File: src/rtl/standby_pkg.sv
package standby_pkg;
  typedef enum logic [1:0] {
    ST_RUN   = 2'b00,
    ST_LIGHT = 2'b01,
    ST_DEEP  = 2'b10,
    ST_WAKE  = 2'b11
  } sb_state_e;
endpackage

File: src/rtl/standby_fsm.sv
module standby_fsm
  import standby_pkg::*;
(
  input  logic      clk_i,
  input  logic      rst_ni,
  input  logic      light_req_i,
  input  logic      deep_req_i,
  input  logic      irq_i,
  input  logic      low_volt_i,
  input  logic      tmr_done_i,
  output sb_state_e state_o,
  output logic      deep_entry_o,
  output logic      wake_start_o
);
  sb_state_e st_q, st_d;

  always_comb begin
    st_d         = st_q;
    deep_entry_o = 1'b0;
    wake_start_o = 1'b0;
    if (low_volt_i) begin
      st_d = ST_RUN;
    end else begin
      unique case (st_q)
        ST_RUN: begin
          if (!irq_i) begin
            if (deep_req_i) begin
              st_d         = ST_DEEP;
              deep_entry_o = 1'b1;
            end else if (light_req_i) begin
              st_d = ST_LIGHT;
            end
          end
        end
        ST_LIGHT: if (irq_i) st_d = ST_RUN;
        ST_DEEP: begin
          if (irq_i) begin
            st_d         = ST_WAKE;
            wake_start_o = 1'b1;
          end
        end
        ST_WAKE: if (tmr_done_i) st_d = ST_RUN;
        default: st_d = ST_RUN;
      endcase
    end
  end

  always_ff @(posedge clk_i or negedge rst_ni) begin
    if (!rst_ni) st_q <= ST_RUN;
    else         st_q <= st_d;
  end

  assign state_o = st_q;
endmodule

File: src/rtl/stab_timer.sv
module stab_timer #(
  parameter int SEL_W    = 4,
  parameter int BASE_EXP = 8,
  localparam int CNT_W   = (1 << SEL_W) - 1 + BASE_EXP + 1
) (
  input  logic             clk_i,
  input  logic             rst_ni,
  input  logic             capture_i,
  input  logic [SEL_W-1:0] sel_i,
  input  logic             start_i,
  input  logic             run_i,
  input  logic             clear_i,
  output logic             done_o
);
  logic [SEL_W-1:0] sel_q;
  logic [CNT_W-1:0] cnt_q;
  logic [CNT_W-1:0] load_val;

  // wait of 2^(sel+BASE_EXP) cycles: load that value minus one, count to zero
  assign load_val = (CNT_W'(1) << (int'(sel_q) + BASE_EXP)) - CNT_W'(1);

  always_ff @(posedge clk_i or negedge rst_ni) begin
    if (!rst_ni)        sel_q <= '0;
    else if (capture_i) sel_q <= sel_i;
  end

  always_ff @(posedge clk_i or negedge rst_ni) begin
    if (!rst_ni)                   cnt_q <= '0;
    else if (clear_i)              cnt_q <= '0;
    else if (start_i)              cnt_q <= load_val;
    else if (run_i && cnt_q != '0) cnt_q <= cnt_q - CNT_W'(1);
  end

  assign done_o = run_i && (cnt_q == '0);
endmodule

File: src/rtl/standby_out.sv
module standby_out
  import standby_pkg::*;
(
  input  logic      clk_i,
  input  logic      rst_ni,
  input  sb_state_e state_i,
  input  logic      deep_entry_i,
  input  logic      low_volt_i,
  output logic      cpu_clk_en_o,
  output logic      per_clk_en_o,
  output logic      osc_en_o,
  output logic      part_rst_o,
  output logic      rst_req_o
);
  logic part_rst_q, rst_req_q;

  always_comb begin
    unique case (state_i)
      ST_RUN:   {osc_en_o, per_clk_en_o, cpu_clk_en_o} = 3'b111;
      ST_LIGHT: {osc_en_o, per_clk_en_o, cpu_clk_en_o} = 3'b110;
      ST_DEEP:  {osc_en_o, per_clk_en_o, cpu_clk_en_o} = 3'b000;
      ST_WAKE:  {osc_en_o, per_clk_en_o, cpu_clk_en_o} = 3'b100;
      default:  {osc_en_o, per_clk_en_o, cpu_clk_en_o} = 3'b111;
    endcase
  end

  always_ff @(posedge clk_i or negedge rst_ni) begin
    if (!rst_ni) begin
      part_rst_q <= 1'b0;
      rst_req_q  <= 1'b0;
    end else begin
      part_rst_q <= deep_entry_i;
      rst_req_q  <= low_volt_i;
    end
  end

  assign part_rst_o = part_rst_q;
  assign rst_req_o  = rst_req_q;
endmodule

File: src/rtl/standby_ctrl.sv
module standby_ctrl
  import standby_pkg::*;
#(
  parameter int SEL_W    = 4,
  parameter int BASE_EXP = 8
) (
  input  logic             clk_i,
  input  logic             rst_ni,
  input  logic             light_req_i,
  input  logic             deep_req_i,
  input  logic             irq_i,
  input  logic             low_volt_i,
  input  logic [SEL_W-1:0] stab_sel_i,
  output logic             cpu_clk_en_o,
  output logic             per_clk_en_o,
  output logic             osc_en_o,
  output logic             part_rst_o,
  output logic             rst_req_o,
  output logic [1:0]       state_o
);
  sb_state_e st;
  logic      deep_entry, wake_start, tmr_done;

  standby_fsm i_fsm (
    .clk_i       (clk_i),
    .rst_ni      (rst_ni),
    .light_req_i (light_req_i),
    .deep_req_i  (deep_req_i),
    .irq_i       (irq_i),
    .low_volt_i  (low_volt_i),
    .tmr_done_i  (tmr_done),
    .state_o     (st),
    .deep_entry_o(deep_entry),
    .wake_start_o(wake_start)
  );

  stab_timer #(.SEL_W(SEL_W), .BASE_EXP(BASE_EXP)) i_tmr (
    .clk_i    (clk_i),
    .rst_ni   (rst_ni),
    .capture_i(deep_entry),
    .sel_i    (stab_sel_i),
    .start_i  (wake_start),
    .run_i    (st == ST_WAKE),
    .clear_i  (low_volt_i),
    .done_o   (tmr_done)
  );

  standby_out i_out (
    .clk_i       (clk_i),
    .rst_ni      (rst_ni),
    .state_i     (st),
    .deep_entry_i(deep_entry),
    .low_volt_i  (low_volt_i),
    .cpu_clk_en_o(cpu_clk_en_o),
    .per_clk_en_o(per_clk_en_o),
    .osc_en_o    (osc_en_o),
    .part_rst_o  (part_rst_o),
    .rst_req_o   (rst_req_o)
  );

  assign state_o = st;
endmodule

File: config.mk
export PLATFORM = sky130hd
export DESIGN_NAME = standby_ctrl
export DESIGN_NICKNAME = d
export VERILOG_FILES = /design/src/rtl/standby_pkg.sv /design/src/rtl/standby_fsm.sv /design/src/rtl/stab_timer.sv /design/src/rtl/standby_out.sv /design/src/rtl/standby_ctrl.sv
export SDC_FILE = /design/constraint.sdc
export NUM_CORES = 1
export LEC_CHECK = 0
export BUFFER_PORTS_ARGS = -buffer_cell sky130_fd_sc_hd__buf_2
export CAP_MARGIN = 20
export CELL_PAD_IN_SITES_DETAIL_PLACEMENT = 1
export CELL_PAD_IN_SITES_GLOBAL_PLACEMENT = 2
export CORE_MARGIN = 5
export CORE_UTILIZATION = 40
export DETAILED_ROUTE_END_ITERATION = 12
export GPL_ROUTABILITY_DRIVEN = 0
export PLACE_DENSITY_LB_ADDON = 0.1
export SKIP_LAST_GASP = 1
export SYNTH_ARGS = -nofsm -noshare
export SYNTH_HDL_FRONTEND = slang
export SYNTH_SLANG_ARGS = --single-unit
File: constraint.sdc
create_clock -name clk_i -period 5.6 [get_ports clk_i]
set_input_delay 0.28 -clock clk_i [delete_from_list [all_inputs] [get_ports clk_i]]
set_output_delay 0.28 -clock clk_i [all_outputs]
set_load 0.01 [all_outputs]
==> run metrics, run 1 <==
DPL Wire Length=approximately 4400 um; Cells after Synth=230; largest net degree at the start of global routing=33; Die ar.=0.00677 sq mm; vias=1,884; minimum clock period=3100 ps; sw frac=40.9%; worst min-delay path class=input port to asynchronous set/reset pin; row count=26; Crit path required time=5800 ps; fin nets=247; Synth Flop Type=dfrtp_1; Hold Fails Final Rpt=0; clock buffer depth=2; gr usage total=approximately a fifth; Pint=0.465 mW; relative slew slack=34.7%; Setup crit end kind=flip-flop; Layout Area Growth over Synthesis=8.80%; post-route ant nets=0; post-synth cell types=59; # IOs=17; VDD IR max=roughly 0.00013 V; EDFF count, synth=0; critical path arrival=3300 ps; # fillers=611; Remaining Overflow, GRT=0; leak pwr=0.906 nW; Synth area leader=dfrtp_1; Yosys warnings=0; H-tree lvl count=2; register area share after synthesis=38.3%; end point of the critical path=i_tmr.cnt_q[1]; Max Transition Viols Final=0; root buffer cell=clkbuf_8; Clk pwr share=about a quarter; synth top area cells=dfrtp_1, a21oi_1, xor2_1; setup violators final=0; Logic pwr share=35.2%; crit path kind=flip-flop to flip-flop; largest fanout on the critical path=16; Inserted Diodes=0; hold buffers post-CTS=0; Vert. Die Dim=82.3 um; reg2reg setup slack=2500 ps; Vias/cell=6.16; Max Cap Viol=0; CTS tree=yes; post-DR wirelength/cell=20.2 um; RSZ-0062 raised after global routing=false; status=finished clean; crit path launch type=flip-flop; Syn Nets=between 200 and 250; sequential share of power=41.1%; Clock Sinks=32; FMAX=323 MHz; flops & latches, synth=32; fin util=44.8%; Resize count post-CTS=0; CP startpoint=i_tmr.cnt_q[0]; Routed WL=~6200 um; post-synth top area share=around two fifths; CTS clock-pin slew for the worst setup and hold paths=70 ps; Clock Skew=6.62 ps; P_sw=0.322 mW; die span in x=about 82 um; ys async rst share=100%; synthesized cell area=0.00209 sq mm; Pwr Density=roughly 350 mW/mm^2; number of port buffers=16; DRC viols=0; worst reg2reg path endpoint=i_tmr.cnt_q[1]; layout cell share with drive strength beyond 1=18.6%; Skew-Pair Late Insertion Delay=280 ps; vias in the first global route=1,880; TritonCTS Buffers=5; DR iter-0 viols=116; crit share post-route=between 50 and 60%; first-pass GRT wire length=approximately 10,000 um; Core Area=between 0.005 and 0.006 sq mm; Initial Util=41.2%; Post-CTS Setup Repair Bufs=0; worst reg2reg path depth=7; initial antenna violation count=0; average size of a mapped cell=about 9.1 sq um; worst slew pin tran=roughly 970 ps; Critical R2R Launch=i_tmr.cnt_q[0]; setup tns final=0 ps; DR pass1 iterations=4
## cells in the mapped netlist, types with 2 or more instances
library cell	n
o21ai_0	8
a21oi_1	24
nor4_1	9
nor3_4	2
o22a_1	3
a31oi_1	3
inv_1	7
or2_2	2
a211oi_2	2
xor2_1	9
clkbuf_1	16
dfrtp_1	32
xnor2_1	2
buf_2	2
nand2b_1	2
nor2_1	17
o21ai_1	4
nand2_1	6
or4_1	3
o211ai_1	6
a311oi_1	2
o22ai_1	2
o311ai_0	2
nor3_1	11
or4_4	2
mux2_2	5
and2_1	3
nand3_1	9
ha_1	2
nand4_1	3
nor2b_1	2
## registers in the layout (all words and copies together), names as in the netlist
| register | flops |
|---|---|
| i_out.rst_req_o | 1 |
| i_tmr.sel_q | 4 |
| i_tmr.cnt_q | 24 |
| i_out.part_rst_o | 1 |
| i_fsm.state_o | 2 |
## power groups by stage
| stage | logic (mW) | clock network [mW] | registers [mW] |
|---|---|---|---|
| 3_5_place_dp | 0.275 | 0 | 0.325 |
| 2_1_floorplan | 0.232 | 0 | 0.294 |
| 6_report | 0.277 | 0.186 | 0.323 |
| 3_3_place_gp | 0.267 | 0 | 0.321 |
| 4_1_cts | 0.277 | 0.192 | 0.321 |
| 5_1_grt | 0.307 | 0.200 | 0.330 |
## cells by family after synthesis
group | Yosys count | share of synthesized area (%)
DFF | 32 | 38.3
buffers and inverters | 26 | 5.15
xor gates and xnor gates | 11 | 4.61
AOI/OAI and AO/OA | 71 | 23.1
adders and majority gates | 2 | 1.20
and+or+nand+nor | 83 | 24.9
muxes | 5 | 2.69
## cell type report
| class | instances | area [sq um] | share of cell area [%] |
|---|---|---|---|
| clock buffer | 8 | 90.1 | 3.96 |
| inverter | 7 | 26.3 | 1.16 |
| timing repair buffer | 17 | 87.6 | 3.85 |
| tap | 70 | 87.6 | 3.85 |
| multi-input combinational | 172 | 1180 | 52.0 |
| sequential | 32 | 801 | 35.2 |
## worst min-delay path by stage
stage,to,start,slack [ps],cells after the start
after global routing,i_tmr.cnt_q[5],rst_ni,120,1
after floorplan,i_fsm.state_o[0],rst_ni,-20,0
final,i_tmr.cnt_q[5],rst_ni,70,1
after global placement,i_tmr.cnt_q[5],rst_ni,380,1
after CTS,i_tmr.cnt_q[12],rst_ni,100,1
after detailed placement,i_tmr.cnt_q[5],rst_ni,400,1
## layout by cell type, fill, tap and decap left out, drive strengths merged, types with 8 or more instances in the layout
cell / Yosys / routed
nor4: 11 / 11
buf: 3 / 17
nor3: 14 / 14
nor2: 17 / 17
o21ai: 12 / 12
xor2: 9 / 9
nand3: 9 / 9
a21oi: 24 / 24
clkbuf: 16 / 8
dfrtp: 32 / 32
## routing by layer
metal / part of all wire (%) / track usage, % / vias up
met5: 0 / 0 / -
met4: 0.97 / 5.32 / 0
met3: 4.8 / 4.12 / 8
met2: 47 / 32.5 / 43
met1: 47 / 27.0 / 950
li1: - / - / 883
## worst max-delay path: stages (launching register included)
cell and delay, ps:
dfrtp_1 400, inv_1 120, ha_1 160, nor4b_1 450
nand4_2 420, o21ai_1 910, mux2_2 420, a21oi_1 150
## stage by stage
step                      hold slack, ps  instances  worst slack (ps)  cell area, sq um  power, mW
after detailed placement             396        298              2570              2180      0.601
final                               74.2        306              2500              2270      0.787
after CTS                           95.2        306              2540              2270      0.790
after global routing                 121        306              2270              2270      0.837
after global placement               376        298              2690              2180      0.588
after floorplan                    -15.6        230              3530              2090      0.525
Note: power is estimated with default switching activity, not from simulation.
==> run 2, diff against run 1 <==
--- a/config.mk
+++ b/config.mk
@@ -5,12 +5,13 @@
 export SDC_FILE = /design/constraint.sdc
 export NUM_CORES = 1
 export LEC_CHECK = 0
+export ABC_AREA = 1
 export BUFFER_PORTS_ARGS = -buffer_cell sky130_fd_sc_hd__buf_2
 export CAP_MARGIN = 20
 export CELL_PAD_IN_SITES_DETAIL_PLACEMENT = 1
 export CELL_PAD_IN_SITES_GLOBAL_PLACEMENT = 2
 export CORE_MARGIN = 5
-export CORE_UTILIZATION = 40
+export CORE_UTILIZATION = 33
 export DETAILED_ROUTE_END_ITERATION = 12
 export GPL_ROUTABILITY_DRIVEN = 0
 export PLACE_DENSITY_LB_ADDON = 0.1
==> constraint.sdc (replaced) <==
create_clock -name clk_i -period 3.1 [get_ports clk_i]
set_input_delay 0.155 -clock clk_i [delete_from_list [all_inputs] [get_ports clk_i]]
set_output_delay 0.155 -clock clk_i [all_outputs]
set_load 0.01 [all_outputs]
==> run 2 against run 1 <==
- flip-flop and latch count unchanged
- global-route usage decreased by 2.2 points
- clock power increased by 94%
- cell area grew 11%
- synthesized cell count up 51%
- critical path depth up 3
- sequential power rose by 130%
- area after synthesis rose by 9.4%
- hold slack got worse by 5.1 ps
- non-clock buffer count grew 1
==> run metrics, run 2 <==
status=finished clean; CP max stage delay=440 ps (-470 ps); CP top delay family=simple AND/OR/NAND/NOR gates; Post-synth top cells=nand2_1, nor2_1, inv_1, nand3_1, dfrtp_1; largest net degree at the start of global routing=33 (unchanged); crit share post-route=61.5% (+6.1 points); EDFF count, synth=0 (unchanged); crit path launch type=flip-flop; Remaining Overflow, GRT=0 (unchanged); initial antenna violation count=0 (unchanged); Post-CTS Setup Repair Bufs=0 (unchanged); Inserted Diodes=0 (unchanged); FMAX=525 MHz (+63%); TritonCTS Buffers=5 (unchanged); setup tns final=0 ps (unchanged); post-DR wirelength/cell=15.7 um (-23%); Hold Fails Final Rpt=0 (unchanged); fin nets=377 (+53%); Max Transition Viols Final=0 (unchanged); die span in x=93.2 um (+13%); clock buffer depth=2 (unchanged); Layout Area Growth over Synthesis=10.3%; critical path cell sequence=nor2_1 > nand2_2 > nor2_4 > nand3_2 > nand2_4 > nand2_4 > inv_6 > nor2_1 > nand2_1 > nand2_1; minimum clock period=1910 ps (-1190 ps); commonest non-fill, non-tap cell in the layout=nand2_1; Vias/cell=5.04 (-18%); Slowest cell on crit path=dfrtp_1; DPL Wire Length=5300 um (+22%); Syn Nets=359 (+48%); Core Area=0.00676 sq mm (+33%); Max Cap Viol=0 (unchanged); synthesized cell area=0.00229 sq mm (+9.4%); Synth area leader=dfrtp_1; Post-DP Area=0.00241 sq mm (+11%); CTS tree=yes; sw frac=52.9% (+12 points); CP bufs+invs=1 (unchanged); Crit path required time=3280 ps (-2520 ps); Pint=1.29 mW (+180%); Initial Util=33.8% (-7.3 points); register area share after synthesis=35.0% (-3.3 points); row count=30 (+15%); vias in the first global route=2,397 (+28%); layout cell share with drive strength beyond 1=11.8% (-6.9 points); post-synth cell types=33 (-44%); gr usage total=17.8% (-2.2 points); number of port buffers=16 (unchanged); leak pwr=1.33 nW (+46%); Yosys warnings=0 (unchanged); max FFs per register=24 (unchanged); P_sw=1.45 mW (+350%); synth top area cells=dfrtp_1, nand2_1, nor2_1; post-synth top area share=35.0% (-3.3 points); H-tree lvl count=2 (unchanged); root buffer cell=clkbuf_8; largest fanout on the critical path=23 (+7); VDD IR max=0.000377 V (+190%); critical path arrival=2090 ps (-1210 ps); RSZ-0062 raised after global routing=false; first-pass GRT wire length=12,100 um (+18%); crit path kind=flip-flop to flip-flop; Synth Flop Type=dfrtp_1; Skew-Pair Late Insertion Delay=290 ps (about the same); Die ar.=0.00869 sq mm (+28%); sequential share of power=27.6% (-14 points); # IOs=17 (unchanged); worst min-delay path class=input port to flip-flop; Vert. Die Dim=93.2 um (+13%); final instance area=0.00252 sq mm (+11%); count leader, synth=nand2_1; DR pass1 iterations=4 (unchanged); Pwr Density=1090 mW/mm^2 (+210%); ys async rst share=100% (unchanged); DRC viols=0 (unchanged); average size of a mapped cell=6.59 sq um (-27%); CTS clock-pin slew for the worst setup and hold paths=70 ps (about the same); Cells after Synth=347 (+51%); Logic pwr share=59.2% (+24 points); Clock Sinks=32 (unchanged); flops & latches, synth=32 (unchanged); Resize count post-CTS=0 (unchanged); vias=2,245 (+19%); worst slew pin tran=782 ps (-192 ps); Clk pwr share=13.2% (-10 points); reg2reg setup slack=1190 ps (-1310 ps); post-route ant nets=0 (unchanged); Clock Skew=4.47 ps (-2.15 ps); most frequent cells in the layout=nand2_1, nor2_1, inv_1; Setup crit end kind=flip-flop; Routed WL=6970 um (+13%); Top reg by flops=i_tmr.cnt_q; DR iter-0 viols=39 (-66%); relative slew slack=47.9% (+13 points); setup violators final=0 (unchanged)
run 2: cell count changes in the layout (fill, tap and decap cells not counted), sizes merged, moves of 10 or more:
cell / delta
a21oi: -15
nor2: +38
nand3: +29
nand2: +110
nor4: -10
o21ai: +10
inv: +32
run 2: through the flow:
stage | std cells | util [%] | power, mW | worst slack, ps | hold slack (ps)
finish | 445 | 37.3 | 2.74 | 1190 | 69.1
global route | 445 | 37.3 | 3.09 | 793 | 69.8
CTS | 445 | 37.3 | 2.78 | 1160 | 66.6
detailed placement | 437 | 35.7 | 2.40 | 1170 | 296
global placement | 437 | 35.7 | 2.38 | 1170 | 291
floorplan | 347 | - | 1.97 | 1480 | -141
run 2: area by class of cell:
type                    instances  area (sq um)
clock buffers                   7          96.3
inverters                      39           151
well taps                      80           100
multi-input cells             269          1270
fillers                       908          4240
flip-flops and latches         32           801
repair buffers                 18          97.6
run 2: final timing paths:
check,start,cells after the start,endpoint
setup / recovery,i_tmr.cnt_q[14],10,i_tmr.cnt_q[13]
max in group asynchronous,rst_ni,2,i_tmr.cnt_q[22]
setup reg to reg,i_tmr.cnt_q[14],10,i_tmr.cnt_q[13]
min in group asynchronous,rst_ni,2,i_fsm.state_o[1]
hold / removal,stab_sel_i[0],3,i_tmr.sel_q[0]
hold reg to reg,i_tmr.cnt_q[1],2,i_tmr.cnt_q[1]
run 2: metal layers:
layer  vias to the layer above  global-route usage (%)  routed length, um
li1                       1139                       -                  -
met1                      1074                    23.6               3470
met2                        25                    30.1               3240
met3                         7                    2.98                173
met4                         0                    4.40                 77
met5                         -                       0                  0
run 2: worst register-to-register path, cell delays in order (launching register included):
cell and delay [ps]:
dfrtp_1 440, nor2_1 250, nand2_2 120, nor2_4 140, nand3_2 120, nand2_4 110, nand2_4 190, inv_6 240
nor2_1 90, nand2_1 60, nand2_1 40
run 2: power groups by stage:
stage / combinational [mW] / sequential [mW] / clock, mW
global route: 1.90 / 0.783 / 0.402
floorplan: 1.27 / 0.700 / 0
finish: 1.62 / 0.756 / 0.361
detailed placement: 1.64 / 0.763 / 0
global placement: 1.62 / 0.762 / 0
CTS: 1.65 / 0.756 / 0.378
run 2: repair_timing:
action                                  in CTS  in global routing
hold buffers                                 1                  0
endpoints found under the setup margin       0                  0
endpoints found under the hold margin       32                  0
run 2: logic make-up (layout without fill, tap and decap cells):
logic type	count (synthesis)	count (layout)	synth area share [%]
buf+inv	46	64	9.19
compound gates	38	38	9.25
xor+xnor	5	5	1.92
simple gates	224	224	43.5
fa+ha+maj	2	2	1.09
flops	32	32	35.0
==> run 3, diff against run 2 <==
--- a/config.mk
+++ b/config.mk
@@ -11,7 +11,7 @@
 export CELL_PAD_IN_SITES_DETAIL_PLACEMENT = 1
 export CELL_PAD_IN_SITES_GLOBAL_PLACEMENT = 2
 export CORE_MARGIN = 5
-export CORE_UTILIZATION = 33
+export CORE_UTILIZATION = 30
 export DETAILED_ROUTE_END_ITERATION = 12
 export GPL_ROUTABILITY_DRIVEN = 0
 export PLACE_DENSITY_LB_ADDON = 0.1
==> constraint.sdc (replaced) <==
create_clock -name clk_i -period 1.6 [get_ports clk_i]
set_input_delay 0.08 -clock clk_i [delete_from_list [all_inputs] [get_ports clk_i]]
set_output_delay 0.08 -clock clk_i [all_outputs]
set_load 0.01 [all_outputs]
==> run 3 against run 2 <==
- power grew to 2.6 times the previous value
- flip-flop and latch count is the same
- sequential share of layout area fell by 6.5 points
- routed wire length grew 15%
- via count rose by 9.0%
- sequential power up 84%
- count of clock-buffer cells in the layout stayed put
- cell area grew 26%
- core utilization grew 6.1 points
- maximum frequency is 22% higher
- hold slack worse by 68 ps
- critical path type unchanged
- largest power group unchanged
==> run metrics, run 3 (synthesized netlist as in run 2, its figures left out) <==
critical path cell sequence=nor2_4 > nand2_1 > nor2_4 > nand3_4 > nand2_4 > nand2_4 > buf_12 > a21oi_1 > nor2_1; worst slack at placement=-79.1 ps (-1240 ps); Clock Skew=4.51 ps (+0.0461 ps); worst slew pin tran=469 ps (-312 ps); Inserted Diodes=0 (unchanged); Remaining Overflow, GRT=0 (unchanged); Layout Cells excl Fill=519 (+17%); Setup crit end kind=flip-flop; largest net degree at the start of global routing=33 (unchanged); Max Transition Viols Final=0 (unchanged); TritonCTS Buffers=5 (unchanged); CTS clock-pin slew for the worst setup and hold paths=80 ps (about the same); fin util=43.5% (+6.1 points); Clock Sinks=32 (unchanged); max FFs per register=24 (unchanged); most frequent cells in the layout=nand2_1, buf_4, nor2_1; # fillers=953 (+5.0%); leak pwr=1.64 nW (+24%); Layout Area Growth over Synthesis=39.4%; largest fanout on the critical path=10 (-57%); CTS tree=yes; crit path launch type=flip-flop; status=finished clean; worst min-delay path class=input port to flip-flop; sw frac=48.1% (-4.8 points); Hold Fails Final Rpt=0 (unchanged); relative slew slack=68.7% (+21 points); Clk pwr share=12.6% (-0.6 points); number of port buffers=16 (unchanged); post-DR wirelength/cell=15.4 um (-1.7%); setup ws final=41.6 ps (-1150 ps); commonest non-fill, non-tap cell in the layout=nand2_1; crit share post-route=97.4% (+36 points); placed cells=502 (+15%); Pwr Density=2240 mW/mm^2 (+110%); sequential share of power=19.4% (-8.2 points); layout cell share with drive strength beyond 1=30.5% (+19 points); post-route ant nets=0 (unchanged); vias=2,446 (+9.0%); Initial Util=31.2% (-2.7 points); CP max stage delay=450 ps (about the same); VDD IR max=0.000716 V (+90%); die span in x=97.3 um (+4.4%); gr usage total=17.4% (-0.41 points); row count=31 (+3.3%); critical path arrival=1750 ps (-340 ps); Die ar.=0.00947 sq mm (+8.9%); Vert. Die Dim=97.3 um (+4.4%); root buffer cell=clkbuf_8; RSZ-0062 raised after global routing=true; first-pass GRT wire length=13,100 um (+8.7%); Skew-Pair Late Insertion Delay=290 ps (about the same); DPL Wire Length=6070 um (+15%); P_sw=3.44 mW (+140%); fin nets=431 (+14%); Top reg by flops=i_tmr.cnt_q; Routed WL=7990 um (+15%); # IOs=17 (unchanged); vias in the first global route=2,612 (+9.0%); H-tree lvl count=2 (unchanged); minimum clock period=1560 ps (-347 ps); crit path kind=flip-flop to flip-flop; Core Area=0.00733 sq mm (+8.5%); Logic pwr share=67.9% (+8.7 points); DR iter-0 viols=75 (+92%); initial antenna violation count=0 (unchanged); DRC viols=0 (unchanged); setup violators final=0 (unchanged); total power=7.15 mW (+160%); Max Cap Viol=0 (unchanged); clock buffer depth=2 (unchanged); Crit path required time=1790 ps (-1490 ps); DR pass1 iterations=4 (unchanged); FMAX=642 MHz (+22%); Slowest cell on crit path=dfrtp_2; Pint=3.71 mW (+190%); Vias/cell=4.71 (-6.6%)
==> run 3: cell count changes in the layout (fill, tap and decap cells not counted), sizes merged <==
cell and change:
buf +51, bufinv +1, dlygate4sd3 +3
==> run 3: timing repair <==
item / CTS / global route
setup endpoints to repair: 7 / 26
setup buffers: 0 / 5
gates resized for setup: 4 / 39
hold buffers: 4 / 0
endpoints found under the hold margin: 35 / 0
pin swaps: 0 / 13
==> run 3: worst paths after layout <==
| kind | from | end | slack [ps] | cells past startpoint |
|---|---|---|---|---|
| worst max-delay path | i_tmr.cnt_q[9] | i_tmr.cnt_q[23] | 40 | 9 |
| worst min-delay path | stab_sel_i[3] | i_tmr.sel_q[3] | 1 | 3 |
| worst max register to register | i_tmr.cnt_q[9] | i_tmr.cnt_q[23] | 40 | 9 |
| worst min register to register | i_tmr.cnt_q[1] | i_tmr.cnt_q[1] | 560 | 2 |
| max in group asynchronous | rst_ni | i_tmr.cnt_q[9] | 890 | 3 |
| min in group asynchronous | rst_ni | i_tmr.cnt_q[4] | 360 | 3 |
==> run 3: through the flow <==
step	hold WS, ps	area (sq um)	TNS (ps)
after global routing	16.5	3190	-286
after floorplan	-216	2290	0
final	1.39	3190	0
after CTS	2.19	3020	-38.4
after global placement	149	2840	-41.1
after detailed placement	156	2840	-172
==> run 3: layout make-up <==
class,count,area (sq um),share of cell area (%)
clock buffer,7,96.3,3.02
clock inverter,1,30.0,0.943
inverter,39,151,4.75
multi-input combinational,269,1410,44.3
sequential,32,803,25.2
tap,99,124,3.89
timing repair buffer,72,568,17.8
==> run 3: critical path: cells and delay by family (launching register included) <==
kind	cells	cell delay, ps
AND/OR/NAND/NOR	7	740
flip-flops	1	450
buffers and inverters	1	160
AO/OA/AOI/OAI	1	120
==> run 3: routing by layer <==
metal | track usage [%] | part of all wire (%) | vias to the layer above
met4 | 4.58 | 1.3 | 0
met2 | 29.1 | 48 | 24
met5 | 0 | 0 | -
met3 | 2.73 | 1.7 | 8
li1 | - | - | 1250
met1 | 23.5 | 49 | 1164
==> run 3: power by group through the flow <==
stage | combinational [mW] | clock [mW] | sequential, mW
after global placement | 4.24 | 0 | 1.36
final | 4.86 | 0.903 | 1.39
after floorplan | 2.47 | 0 | 1.36
after global routing | 5.39 | 0.950 | 1.43
after CTS | 4.36 | 0.913 | 1.36
after detailed placement | 4.28 | 0 | 1.37
